### src/rtl/serial_cfg_pkg.sv
package serial_cfg_pkg;

  localparam int SETUP_W   = 16;
  localparam int BYTE_W    = 8;
  localparam int NUM_STEPS = 14;

  localparam logic [7:0] CR_INTEN   = 8'd1;
  localparam logic [7:0] CR_VECTOR  = 8'd2;
  localparam logic [7:0] CR_RXCTL   = 8'd3;
  localparam logic [7:0] CR_MODE    = 8'd4;
  localparam logic [7:0] CR_TXCTL   = 8'd5;
  localparam logic [7:0] CR_MASTER  = 8'd9;
  localparam logic [7:0] CR_CLKMAP  = 8'd11;
  localparam logic [7:0] CR_BRG_LO  = 8'd12;
  localparam logic [7:0] CR_BRG_HI  = 8'd13;
  localparam logic [7:0] CR_BRG_CTL = 8'd14;

  localparam logic [7:0] RST_CHAN_A = 8'h80;
  localparam logic [7:0] RST_CHAN_B = 8'h40;

  typedef struct packed {
    logic [BYTE_W-1:0] addr;
    logic [BYTE_W-1:0] val;
  } reg_pair_t;

  // controller length code: the two setup bits swapped
  function automatic logic [1:0] len_code(input logic [1:0] fld);
    return {fld[0], fld[1]};
  endfunction

  // async x16 base; bit 2 always set, bit 3 added for two stop bits
  function automatic logic [7:0] mode_value(input logic [7:0] lo);
    logic [7:0] r;
    r    = 8'h44;
    r[3] = lo[2];
    r[0] = lo[3];
    r[1] = lo[4];
    return r;
  endfunction

  function automatic logic [7:0] rx_value(input logic [1:0] code);
    return {code, 6'b000000};
  endfunction

  function automatic logic [7:0] tx_value(input logic [1:0] code);
    return 8'h82 | {1'b0, code, 5'b00000};
  endfunction

endpackage

### src/rtl/cfg_restoring_div.sv
module cfg_restoring_div #(
  parameter int W = 16
) (
  input  logic         clk,
  input  logic         rst_n,
  input  logic         start,
  input  logic [W-1:0] num,
  input  logic [W-1:0] den,
  output logic         busy,
  output logic         valid,
  output logic [W-1:0] quo
);
  localparam int CNT_W = $clog2(W + 1);

  logic [W-1:0]     rem, den_l, num_l;
  logic [CNT_W-1:0] cnt;
  logic [W:0]       shifted, trial;

  always_comb begin
    shifted = {rem, quo[W-1]};
    trial   = shifted - {1'b0, den_l};
  end

  always_ff @(posedge clk) begin
    if (!rst_n) begin
      rem   <= '0;
      quo   <= '0;
      den_l <= '0;
      num_l <= '0;
      cnt   <= '0;
      busy  <= 1'b0;
      valid <= 1'b0;
    end else begin
      valid <= 1'b0;
      if (start && !busy) begin
        rem   <= '0;
        quo   <= num;
        den_l <= den;
        num_l <= num;
        cnt   <= CNT_W'(W);
        busy  <= 1'b1;
      end else if (busy) begin
        if (!trial[W]) begin
          rem <= trial[W-1:0];
          quo <= {quo[W-2:0], 1'b1};
        end else begin
          rem <= shifted[W-1:0];
          quo <= {quo[W-2:0], 1'b0};
        end
        cnt <= cnt - 1'b1;
        if (cnt == CNT_W'(1)) begin
          busy  <= 1'b0;
          valid <= 1'b1;
        end
      end
    end
  end

  logic [2*W-1:0] prod_chk, num_chk, den_chk;
  always_comb begin
    num_chk  = {{W{1'b0}}, num_l};
    den_chk  = {{W{1'b0}}, den_l};
    prod_chk = {{W{1'b0}}, quo} * den_chk;
  end

  // the quotient is the exact floor of the division
  p_div_exact_r6: assert property (@(posedge clk) disable iff (!rst_n)
    (valid && den_l != '0) |-> (prod_chk <= num_chk) && ((num_chk - prod_chk) < den_chk));

endmodule

### src/rtl/cfg_step_table.sv
module cfg_step_table
  import serial_cfg_pkg::*;
#(
  parameter logic [7:0] INTEN_VAL  = 8'h00,
  parameter logic [7:0] VECTOR_VAL = 8'h00,
  parameter logic [7:0] MASTER_VAL = 8'h00,
  parameter logic [7:0] CLKMAP_VAL = 8'h56,
  parameter logic [7:0] BRGSRC_VAL = 8'h00,
  parameter int         STEP_W     = 4
) (
  input  logic [STEP_W-1:0] idx,
  input  logic              chan_b,
  input  logic [7:0]        mode_v,
  input  logic [7:0]        rx_v,
  input  logic [7:0]        tx_v,
  input  logic [15:0]       brg_v,
  output reg_pair_t         pair
);
  always_comb begin
    pair = '0;
    case (idx)
      STEP_W'(0):  pair = '{CR_MASTER,  chan_b ? RST_CHAN_B : RST_CHAN_A};
      STEP_W'(1):  pair = '{CR_MODE,    mode_v};
      STEP_W'(2):  pair = '{CR_INTEN,   INTEN_VAL};
      STEP_W'(3):  pair = '{CR_VECTOR,  VECTOR_VAL};
      STEP_W'(4):  pair = '{CR_RXCTL,   rx_v};
      STEP_W'(5):  pair = '{CR_TXCTL,   tx_v};
      STEP_W'(6):  pair = '{CR_CLKMAP,  CLKMAP_VAL};
      STEP_W'(7):  pair = '{CR_BRG_LO,  brg_v[7:0]};
      STEP_W'(8):  pair = '{CR_BRG_HI,  brg_v[15:8]};
      STEP_W'(9):  pair = '{CR_BRG_CTL, BRGSRC_VAL};
      STEP_W'(10): pair = '{CR_BRG_CTL, BRGSRC_VAL | 8'h01};
      STEP_W'(11): pair = '{CR_RXCTL,   rx_v | 8'h01};
      STEP_W'(12): pair = '{CR_TXCTL,   tx_v | 8'h08};
      STEP_W'(13): pair = '{CR_MASTER,  MASTER_VAL};
      default:     pair = '0;
    endcase
  end
endmodule

### src/rtl/cfg_port_writer.sv
module cfg_port_writer
  import serial_cfg_pkg::*;
(
  input  logic       clk,
  input  logic       rst_n,
  input  logic       go,
  input  reg_pair_t  pair,
  input  logic       cmd_ready,
  output logic       cmd_wr,
  output logic [7:0] cmd_data,
  output logic       pair_done
);
  typedef enum logic [1:0] {W_IDLE, W_ADDR, W_VAL} wstate_t;

  wstate_t   st;
  reg_pair_t held;

  assign cmd_wr   = (st != W_IDLE);
  assign cmd_data = (st == W_VAL) ? held.val : held.addr;

  always_ff @(posedge clk) begin
    if (!rst_n) begin
      st        <= W_IDLE;
      held      <= '0;
      pair_done <= 1'b0;
    end else begin
      pair_done <= 1'b0;
      case (st)
        W_IDLE: if (go) begin
          held <= pair;
          st   <= W_ADDR;
        end
        W_ADDR: if (cmd_ready) st <= W_VAL;
        W_VAL:  if (cmd_ready) begin
          st        <= W_IDLE;
          pair_done <= 1'b1;
        end
        default: st <= W_IDLE;
      endcase
    end
  end

  // a stalled byte is held unchanged
  p_hold_stall_r10: assert property (@(posedge clk) disable iff (!rst_n)
    (cmd_wr && !cmd_ready) |=> (cmd_wr && $stable(cmd_data)));

  // a pair completes only after its value byte was accepted
  p_pair_after_val_r2: assert property (@(posedge clk) disable iff (!rst_n)
    pair_done |-> $past(cmd_wr && cmd_ready));

endmodule

### src/rtl/serial_cfg_seq.sv
module serial_cfg_seq
  import serial_cfg_pkg::*;
#(
  parameter int          QUOT_W     = 16,
  parameter logic [15:0] DEF_SETUP  = 16'h0003,
  parameter int          DEF_BAUDQ  = 512,
  parameter logic [7:0]  INTEN_VAL  = 8'h00,
  parameter logic [7:0]  VECTOR_VAL = 8'h00,
  parameter logic [7:0]  MASTER_VAL = 8'h00,
  parameter logic [7:0]  CLKMAP_VAL = 8'h56,
  parameter logic [7:0]  BRGSRC_VAL = 8'h00
) (
  input  logic               clk,
  input  logic               rst_n,
  input  logic               start,
  input  logic               chan_sel,
  input  logic [SETUP_W-1:0] setup_word,
  input  logic [QUOT_W-1:0]  baud_quot,
  input  logic [QUOT_W-1:0]  clk_quot,
  input  logic               cmd_ready,
  output logic               cmd_wr,
  output logic [7:0]         cmd_data,
  output logic               busy,
  output logic               done,
  output logic               fail
);
  localparam int STEP_W = $clog2(NUM_STEPS);
  localparam logic [STEP_W-1:0] LAST_STEP = STEP_W'(NUM_STEPS - 1);
  localparam logic [SETUP_W-1:0] REUSE_WORD = '1;

  typedef enum logic [2:0] {S_IDLE, S_DIV, S_WAIT, S_SEND, S_PAIR} state_t;

  state_t              state;
  logic [SETUP_W-1:0]  cur_word, stored_word;
  logic [QUOT_W-1:0]   cur_bq, cur_cq, stored_bq;
  logic                cur_chan;
  logic [STEP_W-1:0]   step_idx;
  logic [15:0]         prog_div;

  // named internal events
  logic              div_start, div_busy, div_valid;
  logic [QUOT_W-1:0] div_q;
  logic              cfg_reject, cfg_accept;
  logic              wr_go, pair_done;
  reg_pair_t         step_pair;
  logic [1:0]        code;
  logic [7:0]        mode_v, rx_v, tx_v;

  assign busy       = (state != S_IDLE);
  assign div_start  = (state == S_DIV);
  assign wr_go      = (state == S_SEND);
  assign cfg_reject = div_valid && ((cur_bq == '0) || (div_q < QUOT_W'(2)));
  assign cfg_accept = div_valid && !cfg_reject;

  always_comb begin
    code   = len_code(cur_word[1:0]);
    mode_v = mode_value(cur_word[7:0]);
    rx_v   = rx_value(code);
    tx_v   = tx_value(code);
  end

  always_ff @(posedge clk) begin
    if (!rst_n) begin
      state       <= S_IDLE;
      cur_word    <= '0;
      cur_bq      <= '0;
      cur_cq      <= '0;
      cur_chan    <= 1'b0;
      stored_word <= DEF_SETUP;
      stored_bq   <= QUOT_W'(DEF_BAUDQ);
      step_idx    <= '0;
      prog_div    <= '0;
      done        <= 1'b0;
      fail        <= 1'b0;
    end else begin
      done <= 1'b0;
      fail <= 1'b0;
      case (state)
        S_IDLE: if (start) begin
          if (setup_word == REUSE_WORD) begin
            cur_word <= stored_word;
            cur_bq   <= stored_bq;
          end else begin
            cur_word <= setup_word;
            cur_bq   <= baud_quot;
          end
          cur_cq   <= clk_quot;
          cur_chan <= chan_sel;
          state    <= S_DIV;
        end
        S_DIV: state <= S_WAIT;
        S_WAIT: begin
          if (cfg_reject) begin
            done  <= 1'b1;
            fail  <= 1'b1;
            state <= S_IDLE;
          end else if (cfg_accept) begin
            prog_div    <= 16'(div_q - QUOT_W'(2));
            stored_word <= cur_word;
            stored_bq   <= cur_bq;
            step_idx    <= '0;
            state       <= S_SEND;
          end
        end
        S_SEND: state <= S_PAIR;
        S_PAIR: if (pair_done) begin
          if (step_idx == LAST_STEP) begin
            done  <= 1'b1;
            state <= S_IDLE;
          end else begin
            step_idx <= step_idx + 1'b1;
            state    <= S_SEND;
          end
        end
        default: state <= S_IDLE;
      endcase
    end
  end

  cfg_restoring_div #(.W(QUOT_W)) u_div (
    .clk   (clk),
    .rst_n (rst_n),
    .start (div_start),
    .num   (cur_cq),
    .den   (cur_bq),
    .busy  (div_busy),
    .valid (div_valid),
    .quo   (div_q)
  );

  cfg_step_table #(
    .INTEN_VAL  (INTEN_VAL),
    .VECTOR_VAL (VECTOR_VAL),
    .MASTER_VAL (MASTER_VAL),
    .CLKMAP_VAL (CLKMAP_VAL),
    .BRGSRC_VAL (BRGSRC_VAL),
    .STEP_W     (STEP_W)
  ) u_table (
    .idx    (step_idx),
    .chan_b (cur_chan),
    .mode_v (mode_v),
    .rx_v   (rx_v),
    .tx_v   (tx_v),
    .brg_v  (prog_div),
    .pair   (step_pair)
  );

  cfg_port_writer u_writer (
    .clk       (clk),
    .rst_n     (rst_n),
    .go        (wr_go),
    .pair      (step_pair),
    .cmd_ready (cmd_ready),
    .cmd_wr    (cmd_wr),
    .cmd_data  (cmd_data),
    .pair_done (pair_done)
  );

  // done is a single-cycle pulse
  p_done_pulse_r12: assert property (@(posedge clk) disable iff (!rst_n)
    done |=> !done);

  // fail only accompanies done
  p_fail_with_done_r7: assert property (@(posedge clk) disable iff (!rst_n)
    fail |-> done);

  // a rejected request leaves the stored setup untouched
  p_keep_cfg_r7: assert property (@(posedge clk) disable iff (!rst_n)
    fail |-> ($stable(stored_word) && $stable(stored_bq)));

  // no port traffic outside a run
  p_idle_quiet_r11: assert property (@(posedge clk) disable iff (!rst_n)
    !busy |-> !cmd_wr);

  // nothing is written before the divisor is known
  p_div_first_r6: assert property (@(posedge clk) disable iff (!rst_n)
    div_busy |-> !cmd_wr);

endmodule

### config.mk
export PLATFORM = sky130hd
export DESIGN_NAME = serial_cfg_seq
export DESIGN_NICKNAME = d
export VERILOG_FILES = /design/src/rtl/serial_cfg_pkg.sv /design/src/rtl/cfg_restoring_div.sv /design/src/rtl/cfg_step_table.sv /design/src/rtl/cfg_port_writer.sv /design/src/rtl/serial_cfg_seq.sv
export SDC_FILE = /design/constraint.sdc
export NUM_CORES = 1
export LEC_CHECK = 0
export BUFFER_PORTS_ARGS = -buffer_cell sky130_fd_sc_hd__buf_2
export CAP_MARGIN = 20
export CORE_ASPECT_RATIO = 1.75
export CORE_MARGIN = 2
export CORE_UTILIZATION = 55
export DETAILED_ROUTE_END_ITERATION = 10
export PLACE_DENSITY_LB_ADDON = 0.25
export SETUP_SLACK_MARGIN = 0.3
export SLEW_MARGIN = 20
export SYNTH_ARGS = -nofsm -noshare
export SYNTH_HDL_FRONTEND = slang
export SYNTH_SLANG_ARGS = --single-unit
### constraint.sdc
create_clock -name clk -period 3.35 [get_ports clk]
set_input_delay 0.5025 -clock clk [delete_from_list [all_inputs] [get_ports clk]]
set_output_delay 0.5025 -clock clk [all_outputs]
set_load 0.02 [all_outputs]
==> results of run 1 <==
[state kept, by name, summed over array words and instances, names as in the netlist]
| signal | count |
|---|---|
| cur_bq | 16 |
| cur_cq | 16 |
| prog_div | 16 |
| stored_bq | 16 |
| u_div.den_l | 16 |
| u_div.quo | 16 |
| u_div.rem | 16 |
| u_writer.held | 12 |
| cur_word | 5 |
| stored_word | 5 |
| u_div.cnt | 5 |
| step_idx | 4 |
| state | 3 |
| u_writer.st | 2 |
| cur_chan | 1 |
| done | 1 |
| fail | 1 |
| u_div.busy | 1 |
| u_div.valid | 1 |
| u_writer.pair_done | 1 |
[through the flow]
stage	worst slack, ns	hold WS, ns	utilization, %	total power [mW]	std cells
floorplan	0.6120	0.4313	-	4.742	970
global placement	0.4477	0.4402	58.77	5.446	1163
detailed placement	0.3494	0.4447	58.77	5.500	1163
CTS	0.3198	0.3273	62.97	7.448	1195
global route	0.3084	0.3488	63.07	7.907	1195
finish	0.4579	0.3343	63.07	7.442	1195
[layout make-up]
| cell class | count | area (µm²) | area share (%) |
|---|---|---|---|
| repair buffers | 77 | 421.7 | 4.677 |
| inverters | 28 | 105.1 | 1.166 |
| multi-input cells | 724 | 4579 | 50.79 |
| flip-flops and latches | 154 | 3084 | 34.21 |
| well taps | 180 | 225.2 | 2.498 |
| clock buffers | 17 | 425.4 | 4.718 |
| clock inverters | 15 | 175.2 | 1.943 |
[worst max-delay path: cells and delay by family, from the launching register on]
family | cells | cell delay, ns
AND/OR/NAND/NOR | 5 | 1.67
AO/OA/AOI/OAI | 2 | 0.55
flip-flops | 1 | 0.37
buffers and inverters | 1 | 0.23
[synth_stat cells, types with 3 or more instances]
library cell / number / area (µm²)
o41ai_1: 4 / 35.03
dfxtp_1: 154 / 3083
inv_1: 28 / 105.1
buf_2: 5 / 25.02
a211oi_1: 10 / 75.07
nor2_1: 67 / 251.5
ha_1: 23 / 287.8
and2_1: 14 / 87.58
xor2_1: 9 / 78.83
a221oi_1: 5 / 43.79
nand2_1: 206 / 773.2
nor4_1: 6 / 37.54
clkbuf_1: 51 / 191.4
o21a_1: 4 / 30.03
xnor2_1: 18 / 157.7
o211ai_1: 3 / 22.52
nor3b_1: 5 / 37.54
o21ai_0: 37 / 185.2
and3_1: 6 / 37.54
a31oi_1: 4 / 25.02
nand3b_1: 6 / 45.04
nor3_1: 15 / 75.07
a21boi_2: 14 / 157.7
o211a_1: 37 / 370.4
a21o_1: 6 / 45.04
nand3_1: 14 / 70.07
buf_1: 5 / 18.77
nand2b_1: 13 / 81.33
buf_6: 3 / 33.78
nand4_1: 8 / 50.05
a21boi_1: 3 / 22.52
a21boi_0: 44 / 330.3
a21oi_1: 47 / 235.2
nor2b_1: 16 / 100.1
mux2i_1: 44 / 440.4
[power breakdown]
| group | total, mW | internal (mW) | leakage, nW | switching (mW) |
|---|---|---|---|---|
| logic | 3.12 | 1.35 | 2.31 | 1.76 |
| registers | 2.38 | 2.09 | 1.25 | 0.293 |
| clock network | 1.94 | 1.07 | 0.288 | 0.873 |
| total | 7.44 | 4.51 | 3.85 | 2.93 |
[kinds of logic (layout without fill, tap and decap cells)]
kind of cell    count (synthesis)  after routing  synth area share (%)
simple gates                  387            387                 21.80
fa+ha+maj                      24             24                 3.847
mux                            45             45                 5.646
xor+xnor                       27             27                 2.956
compound gates                241            241                 22.54
buf+inv                        92            137                 4.676
flops                         154            154                 38.54
[per-layer routing]
| layer | track usage (%) | routed length [µm] | vias up |
|---|---|---|---|
| met5 | 0 | 0 | - |
| met4 | 10.87 | 629 | 0 |
| met3 | 3.044 | 384 | 37 |
| met2 | 47.70 | 10420 | 103 |
| met1 | 27.33 | 7562 | 3151 |
| li1 | - | - | 3435 |
[how the worst min path moves through the flow]
stage	startpoint	end	slack, ns	cells after the start
after global placement	stored_bq[4]	stored_bq[4]	0.44	2
final	clk_quot[1]	cur_cq[1]	0.33	3
after global routing	chan_sel	cur_chan	0.35	3
after CTS	clk_quot[14]	cur_cq[14]	0.33	3
after floorplan	stored_word[1]	stored_word[1]	0.43	2
after detailed placement	stored_bq[4]	stored_bq[4]	0.44	2
[timing repair]
item	CTS	global route
setup endpoints to repair	0	36
gates resized for setup	0	5
setup buffers	0	0
==> run metrics, run 1 <==
crit path cell chain or4_4, or3_1, or3_4, o41ai_4, or4_1, buf_6, nand2_1, a21boi_2; Die Height 163.5 µm; max-cap violations 0; Mapped Area 8000 µm²; Final period util 86.33%; vias in the first global route 6515; fill count 1230; Worst Tran Pin Value 0.8740 ns; Pins Over Slew Limit 0; DRT Wirelength 18.99 mm; Slowest cell on crit path or4_4; crit path launch u_div.quo[6]; Rel. slew slack 41.52%; Mapped Cells 970; number of flops mapped to enable cells by yosys 0; Skew-Pair Late Insertion Delay 0.42 ns; synth unique cells 61; Worst Setup Path Type reg2reg; commonest non-fill, non-tap cell in the layout nand2_1; layout cells sized above 1 13.40%; drt pass-1 iters 4; crit path capture stored_bq[10]; final hold vios 0; core area 14300 µm²; fmax 0.3458 GHz; Setup TNS Final 0 ns; CTS Sinks 154; clk_skew 0.01446 ns; crit path DAT 3.25 ns; Worst Hold Class in2reg; vias 6726; R2R Setup Slk 0.46 ns; CP Capture Type flip-flop; hold buffer count at cts 0; Max clock buf depth 2; CTS Buf Count 17; leak pwr 3.853 nW; r2r worst-path depth 8; final HPWL from detailed placement 13.41 mm; Syn-to-layout area delta 12.70%; RSZ-0062 raised after global routing no; initial DRC count 360; RR Startpoint u_div.quo[6]; FF-to-FF End stored_bq[10]; synth warn 0; routed len/inst 15.89 µm; Peak VDD IR 0.0006823 V; register area share after synthesis 38.54%; Max stage delay on crit path 0.57 ns; port buffer count 64; CTS tree done; startpoint types flip-flop; # diodes 0; H-tree Lvls 4; status complete, no violations; placed cell areas 8402 µm²; Root Buffer clkbuf_16; NumNets Final 1079; Pwr Density 825.5 nW/µm²; Yosys reg bits 154; initial antenna violation count 0; global placement routability congestion 0.8589; maximum fanout along the worst path 21; Net Count, Synth 1047; largest net degree at the start of global routing 89; Tmin final 2.892 ns; total track usage 25.25%; Die X 95.17 µm; # IOs 65; die area 15560 µm²; Antenna Nets Post-Route 0; first-pass GRT wire length 31.08 mm; gr ovfl total 0; Vias/cell 5.628; Initial Utilization 55.96%; DRC Markers 0; post-synthesis async set-or-reset flop share 0%; Design Area, Final 9016 µm²; post-synthesis average cell area 8.248 µm²; FP Rows 58; Final setup viols 0; ys flop type dfxtp_1; most frequent cells in the layout nand2_1 (206), dfxtp_1 (153), nor2_1 (67), buf_2 (64), a21oi_1 (47); Critical Path RT 3.71 ns; clk slew on worst S/H paths 0.07 ns
No activity file was read; power rests on OpenSTA's default activity.
==> run 2: changes to the inputs <==
Settings changed: CORE_UTILIZATION 55 to 61.
Clock period 3.35 ns to 3.5 ns, I/O delays scaled along.
==> run 2 against run 1 <==
Compared with the run above: first-iteration DRC count decreased by 3.3%; cell count decreased by 0.84%; critical path depth unchanged; power decreased by 4.7%; register-to-register slack better by 0.12 ns; sequential cell count stayed put; die area fell by 9.5%; sequential share of layout area about the same; clock-buffer cell count up 2; non-clock buffer count is 2 lower; via count rose by 2.8%; combinational power down 6%.
==> run metrics, run 2 (synthesis results as in run 1) <==
routed len/inst 15.98 µm (was 15.89 µm); WHS Endpoint cur_cq[1] (unchanged); vias 6912 (was 6726); final hold vios 0 (unchanged); FF-to-FF End stored_bq[4] (was stored_bq[10]); Initial Utilization 62.17% (was 55.96%); Rel. slew slack 43.71% (was 41.52%); gr ovfl total 0 (unchanged); CTS Buf Count 17 (unchanged); fmax 0.3418 GHz (was 0.3458 GHz); FP Rows 55 (was 58); Setup TNS Final 0 ns (unchanged); worst path bufs/invs 1 (unchanged); setup bufs post-CTS 0 (unchanged); initial DRC count 348 (was 360); clk slew on worst S/H paths 0.07 ns (about the same); Die Height 155.5 µm (was 163.5 µm); Pins Over Slew Limit 0 (unchanged); H-tree Lvls 4 (unchanged); Die X 90.57 µm (was 95.17 µm); layout cells sized above 1 13.13% (was 13.40%); clk_skew 0.01099 ns (was 0.01446 ns); leak pwr 3.860 nW (was 3.853 nW); # IOs 65 (unchanged); worst hold start clk_quot[1] (unchanged); first-pass GRT wire length 31.18 mm (was 31.08 mm); Skew-Pair Late Insertion Delay 0.43 ns (was 0.42 ns); Max clock buf depth 2 (unchanged); NumNets Final 1077 (was 1079); Final period util 83.59% (was 86.33%); RR Startpoint u_div.quo[6] (unchanged); CTS Sinks 154 (unchanged); Antenna Nets Post-Route 0 (unchanged); most frequent cells in the layout nand2_1 (206), dfxtp_1 (153), nor2_1 (67), buf_2 (64), a21oi_1 (47) (unchanged); Worst Hold Class in2reg (unchanged); initial antenna violation count 1 (was 0); global placement routability congestion 0.9181 (was 0.8589); vias in the first global route 6609 (was 6515); Worst Setup Path Type reg2reg (unchanged); drt pass-1 iters 5 (was 4); Final Instance Count excl. Fillers 1185 (was 1195); status complete, no violations (unchanged); Worst Tran Pin Value 0.8412 ns (was 0.8740 ns); Vias/cell 5.833 (was 5.628); crit path DAT 3.28 ns (was 3.25 ns); DRC Markers 0 (unchanged); Tmin final 2.926 ns (was 2.892 ns); Syn-to-layout area delta 12.67% (was 12.70%); Worst Hold Depth 3 (unchanged); CTS tree done (unchanged); CP Capture Type flip-flop (unchanged); RSZ-0062 raised after global routing no (unchanged); max-cap violations 0 (unchanged); Pwr Density 787.2 nW/µm² (was 825.5 nW/µm²); maximum fanout along the worst path 22 (was 21); fill count 1060 (was 1230); cell total after placement 1151 (was 1163); port buffer count 64 (unchanged); r2r worst-path depth 8 (unchanged); total track usage 27.42% (was 25.25%); DRT Wirelength 18.94 mm (was 18.99 mm); Worst path depth 8 (unchanged); Slowest cell on crit path or4_4 (unchanged); crit path cell chain or4_4, or3_1, or3_4, o41ai_4, or4_1, buf_4, nand2_1, a21boi_1 (was or4_4, or3_1, or3_4, o41ai_4, or4_1, buf_6, nand2_1, a21boi_2); die area 14080 µm² (was 15560 µm²); final HPWL from detailed placement 13.06 mm (was 13.41 mm); R2R Setup Slk 0.57 ns (was 0.46 ns); core area 12870 µm² (was 14300 µm²); Max stage delay on crit path 0.58 ns (was 0.57 ns); Critical Path RT 3.85 ns (was 3.71 ns); Peak VDD IR 0.0006016 V (was 0.0006823 V); Root Buffer clkbuf_16 (unchanged); Final setup viols 0 (unchanged); Worst path top cell family by delay simple AND/OR/NAND/NOR gates (unchanged); commonest non-fill, non-tap cell in the layout nand2_1 (unchanged); largest net degree at the start of global routing 122 (was 89); startpoint types flip-flop (unchanged)
run 2: changes by cell type in the layout (fill, tap and decap cells not counted), moves of 2 or more:
| cell | delta |
|---|---|
| buf_4 | -3 |
| buf_12 | +2 |
| clkbuf_8 | +2 |
| clkinv_2 | +2 |
| clkinv_4 | -2 |
| clkinv_8 | -2 |
| inv_6 | +2 |
| inv_8 | -2 |
run 2: final cells by class:
type / instances / area, µm² / area share, %
diodes: 1 / 2.502 / 0.02776
clock buffers: 19 / 452.9 / 5.025
clock inverters: 13 / 152.6 / 1.694
inverters: 28 / 105.1 / 1.166
multi-input cells: 724 / 4574 / 50.75
flip-flops and latches: 154 / 3084 / 34.22
well taps: 171 / 214.0 / 2.374
repair buffers: 75 / 427.9 / 4.747
run 2: routing by layer:
metal / vias to the layer above / global-route usage (%) / routed length, µm
li1: 3439 / - / -
met1: 3270 / 29.21 / 7306
met2: 150 / 50.64 / 10130
met3: 53 / 4.019 / 583
met4: 0 / 16.26 / 916
met5: - / 0 / 0
run 2: power breakdown:
group / switching (mW) / total [mW] / internal [mW]
Clock: 0.787 / 1.90 / 1.11
Combinational: 1.67 / 2.94 / 1.26
Sequential: 0.261 / 2.26 / 2.00
run 2: worst max-delay path by stage:
stage	start	slack [ns]	end
after detailed placement	u_div.quo[15]	0.51	u_div.rem[0]
after global placement	u_div.quo[15]	0.59	u_div.rem[0]
final	u_div.quo[6]	0.57	stored_bq[4]
after CTS	u_div.quo[15]	0.50	u_div.rem[0]
after global routing	u_div.quo[15]	0.39	u_div.rem[0]
after floorplan	u_div.quo[15]	0.76	u_div.rem[1]
run 2: through the flow:
stage	util (%)	setup WS (ns)	hold slack (ns)	instance area (µm²)	power, mW
4_1_cts	69.83	0.4964	0.3405	8986	7.073
3_5_place_dp	65.12	0.5133	0.4493	8381	5.171
3_3_place_gp	65.12	0.5896	0.4424	8381	5.122
6_report	70.04	0.5745	0.3411	9014	7.096
2_1_floorplan	-	0.7620	0.4313	8000	4.539
5_1_grt	70.04	0.3868	0.3473	9014	7.545
run 2: what timing repair did:
action	in CTS	in global routing
hold buffers	0	0
endpoints found under the setup margin	0	16
resized for setup	0	3
run 2: worst reg2reg max path: cells and delay by family, from the launching register on:
kind | cells | cell delay (ns)
AO/OA/AOI/OAI | 2 | 0.57
buffers and inverters | 1 | 0.27
flip-flops | 1 | 0.38
AND/OR/NAND/NOR | 5 | 1.64
==> run 3: changes to the inputs <==
Settings changed: ABC_AREA set to 1, CORE_UTILIZATION 61 to 60.
Clock period 3.5 ns to 3 ns, I/O delays scaled along.
==> run 3 against run 2 <==
Compared with the run above: clock-buffer cell count did not move; core utilization fell by 1.4 points; routed wire length up 12%; power increased by 78%.
==> run metrics, run 3 <==
status complete, no violations (unchanged); Critical Path RT 3.31 ns (was 3.85 ns); Yosys reg bits 154 (unchanged); largest area contributor in the netlist dfxtp_1 (unchanged); placed cell areas 8551 µm² (was 8381 µm²); global placement routability congestion 0.9109 (was 0.9181); core area 13380 µm² (was 12870 µm²); largest cells by area after synthesis dfxtp_1 (38%), nand2_1 (12%), inv_1 (7.5%), a21oi_1 (6.1%), nand3_1 (4.6%) (was dfxtp_1 (39%), nand2_1 (9.7%), mux2i_1 (5.5%), o211a_1 (4.6%), a21boi_0 (4.1%)); port buffer count 64 (unchanged); Clk pwr share 18.3% (was 26.7%); RR Startpoint u_div.quo[15] (was u_div.quo[6]); switching share of power 49.85% (was 38.36%); cell with the most instances after synthesis nand2_1 (unchanged); CTS Sinks 154 (unchanged); post-synthesis async set-or-reset flop share 0% (unchanged); vias in the first global route 7578 (was 6609); Worst Hold Class in2reg (unchanged); initial antenna violation count 0 (was 1); Max clock buf depth 2 (unchanged); routed len/inst 15.11 µm (was 15.98 µm); Sw Pwr 6.302 mW (was 2.722 mW); most frequent cells in the layout nand2_1 (269), inv_1 (164), dfxtp_1 (154), a21oi_1 (100), nor2_1 (78) (was nand2_1 (206), dfxtp_1 (153), nor2_1 (67), buf_2 (64), a21oi_1 (47)); Die X 92.32 µm (was 90.57 µm); max-cap violations 0 (unchanged); met3 Use GR 5.159% (was 4.019%); Design Area, Final 9183 µm² (was 9014 µm²); Vias/cell 5.535 (was 5.833); Hold Slack 0.2441 ns (was 0.3411 ns); Antenna Nets Post-Route 0 (unchanged); Final Core Density 68.61% (was 70.04%); commonest non-fill, non-tap cell in the layout nand2_1 (unchanged); RSZ-0062 raised after global routing no (unchanged); ys flop type dfxtp_1 (unchanged); Peak VDD IR 0.0007321 V (was 0.0006016 V); post-synth top area share 37.64% (was 38.54%); Tmin final 2.363 ns (was 2.926 ns); initial DRC count 583 (was 348); Die Height 158.6 µm (was 155.5 µm); register area share after synthesis 37.64% (was 38.54%); number of flops mapped to enable cells by yosys 0 (unchanged); Pins Over Slew Limit 0 (unchanged); register share of total power 22.3% (was 31.9%); hold buffer count at cts 0 (unchanged); post-CTS sizing 0 (unchanged); layout cells sized above 1 15.08% (was 13.13%); final HPWL from detailed placement 15.37 mm (was 13.06 mm); Pwr Density 1377 nW/µm² (was 787.2 nW/µm²); Syn-to-layout area delta 12.11% (was 12.67%); Final setup viols 0 (unchanged); fill count 1178 (was 1060); setup bufs post-CTS 0 (unchanged); post-synthesis average cell area 7.006 µm² (was 8.248 µm²); fmax 0.4231 GHz (was 0.3418 GHz); synth warn 0 (unchanged); crit path launch u_div.quo[15] (was u_div.quo[6]); die area 14640 µm² (was 14080 µm²); crit path DAT 2.67 ns (was 3.28 ns); startpoint types flip-flop (unchanged); Initial Utilization 61.20% (was 62.17%); Mapped Area 8190 µm² (was 8000 µm²); synth cell count leaders nand2_1 (269), inv_1 (164), dfxtp_1 (154), a21oi_1 (100), nor2_1 (78) (was nand2_1 (206), dfxtp_1 (154), nor2_1 (67), clkbuf_1 (51), a21oi_1 (47)); Setup TNS Final 0 ns (unchanged); # diodes 0 (was 1); Worst Tran Pin Value 0.9053 ns (was 0.8412 ns); NumNets Final 1291 (was 1077); gr ovfl total 0 (unchanged); drt pass-1 iters 6 (was 5); Skew-Pair Late Insertion Delay 0.42 ns (was 0.43 ns); DRT Wirelength 21.18 mm (was 18.94 mm); Root Buffer clkbuf_16 (unchanged); clk slew on worst S/H paths 0.06 ns (was 0.07 ns); H-tree Lvls 4 (unchanged); FP Rows 56 (was 55); Rel. slew slack 39.58% (was 43.71%); CP Capture Type flip-flop (unchanged); Internal 6.340 mW (was 4.374 mW); total track usage 30.14% (was 27.42%); Net Count, Synth 1246 (was 1047); largest net degree at the start of global routing 46 (was 122); Final period util 78.78% (was 83.59%); CTS tree done (unchanged); DRC Markers 0 (unchanged); leak pwr 4.147 nW (was 3.860 nW); final hold vios 0 (unchanged); maximum fanout along the worst path 13 (was 22); grt peak-use layer met2 (unchanged); synth unique cells 44 (was 61); worst hold start clk_quot[6] (was clk_quot[1]); vias 7754 (was 6912); combinational share of power 59.4% (was 41.4%); Mapped Cells 1169 (was 970); Worst Setup Path Type reg2reg (unchanged); clk_skew 0.008213 ns (was 0.01099 ns); CTS Buf Count 17 (unchanged); met1 Resource Use GR 29.77% (was 29.21%); # IOs 65 (unchanged); first-pass GRT wire length 34.94 mm (was 31.18 mm); met2 Use GR 57.56% (was 50.64%)
-- run 3: cell count changes after synthesis, moves of 15 or more --
cell and delta:
a21boi_0 -44, inv_1 +136, o211a_1 -36, nand2_2 +19
mux2i_1 -44, nand2_1 +63, nand3_1 +61, nor2b_1 -16
a21oi_1 +53, clkbuf_1 -29, o21ai_0 +15, o21ai_1 +25
-- run 3: area by class of cell --
type	instances	area [µm²]	area share (%)
Clock buffer	19	442.9	4.824
Multi-Input combinational cell	789	4187	45.59
Sequential cell	154	3083	33.57
Inverter	178	668.1	7.276
Tap cell	174	217.7	2.371
Clock inverter	13	188.9	2.057
Timing Repair Buffer	74	395.4	4.306
-- run 3: path summary, 6_finish.rpt --
kind                                endpoint  cells past startpoint  slack [ns]
worst max-delay path            u_div.rem[5]                     14        0.64
worst min-delay path               cur_cq[6]                      3        0.24
worst max register to register  u_div.rem[5]                     14        0.64
worst min register to register  prog_div[10]                      2        0.45
-- run 3: logic make-up (layout without fill, tap and decap cells) --
| kind of cell | Yosys count | in the layout | share of synthesized area, % |
|---|---|---|---|
| AO/OA/AOI/OAI | 231 | 231 | 16.02 |
| XOR/XNOR | 20 | 20 | 2.139 |
| buffers and inverters | 226 | 284 | 11.24 |
| adder cells (fa/ha/maj) | 24 | 24 | 3.758 |
| multiplexers | 4 | 4 | 0.5499 |
| flip-flops | 154 | 154 | 37.64 |
| AND/OR/NAND/NOR | 510 | 510 | 28.64 |
-- run 3: metal layers --
layer,vias to the layer above,part of all wire [%]
met4,0,5.4
met5,-,0
met2,260,54
met3,74,4.0
li1,3866,-
met1,3554,37
-- run 3: through the flow --
step	worst slack (ns)	cells	power, mW
2_1_floorplan	1.022	1169	8.851
3_3_place_gp	0.7658	1369	10.10
3_5_place_dp	0.6897	1369	10.22
4_1_cts	0.6540	1401	12.60
5_1_grt	0.4158	1401	13.65
6_report	0.6367	1401	12.64
-- run 3: power by group through the flow --
stage | clock, mW | combinational, mW | sequential, mW
after global routing | 2.40 | 8.38 | 2.87
after floorplan | 0 | 6.10 | 2.75
after CTS | 2.33 | 7.45 | 2.81
after global placement | 0 | 7.26 | 2.84
after detailed placement | 0 | 7.37 | 2.85
final | 2.31 | 7.51 | 2.82
-- run 3: critical path, stage by stage, from the launching register on --
cell and delay (ns):
dfxtp_1 0.32, inv_1 0.13, ha_1 0.17, inv_1 0.07
fa_1 0.41, nand2_1 0.08, nand2_1 0.10, nand3_2 0.09
nand2_2 0.10, nand2_4 0.11, nand3_4 0.17, nand2_4 0.26
nand2_1 0.09, nand3_1 0.08, a21oi_1 0.06
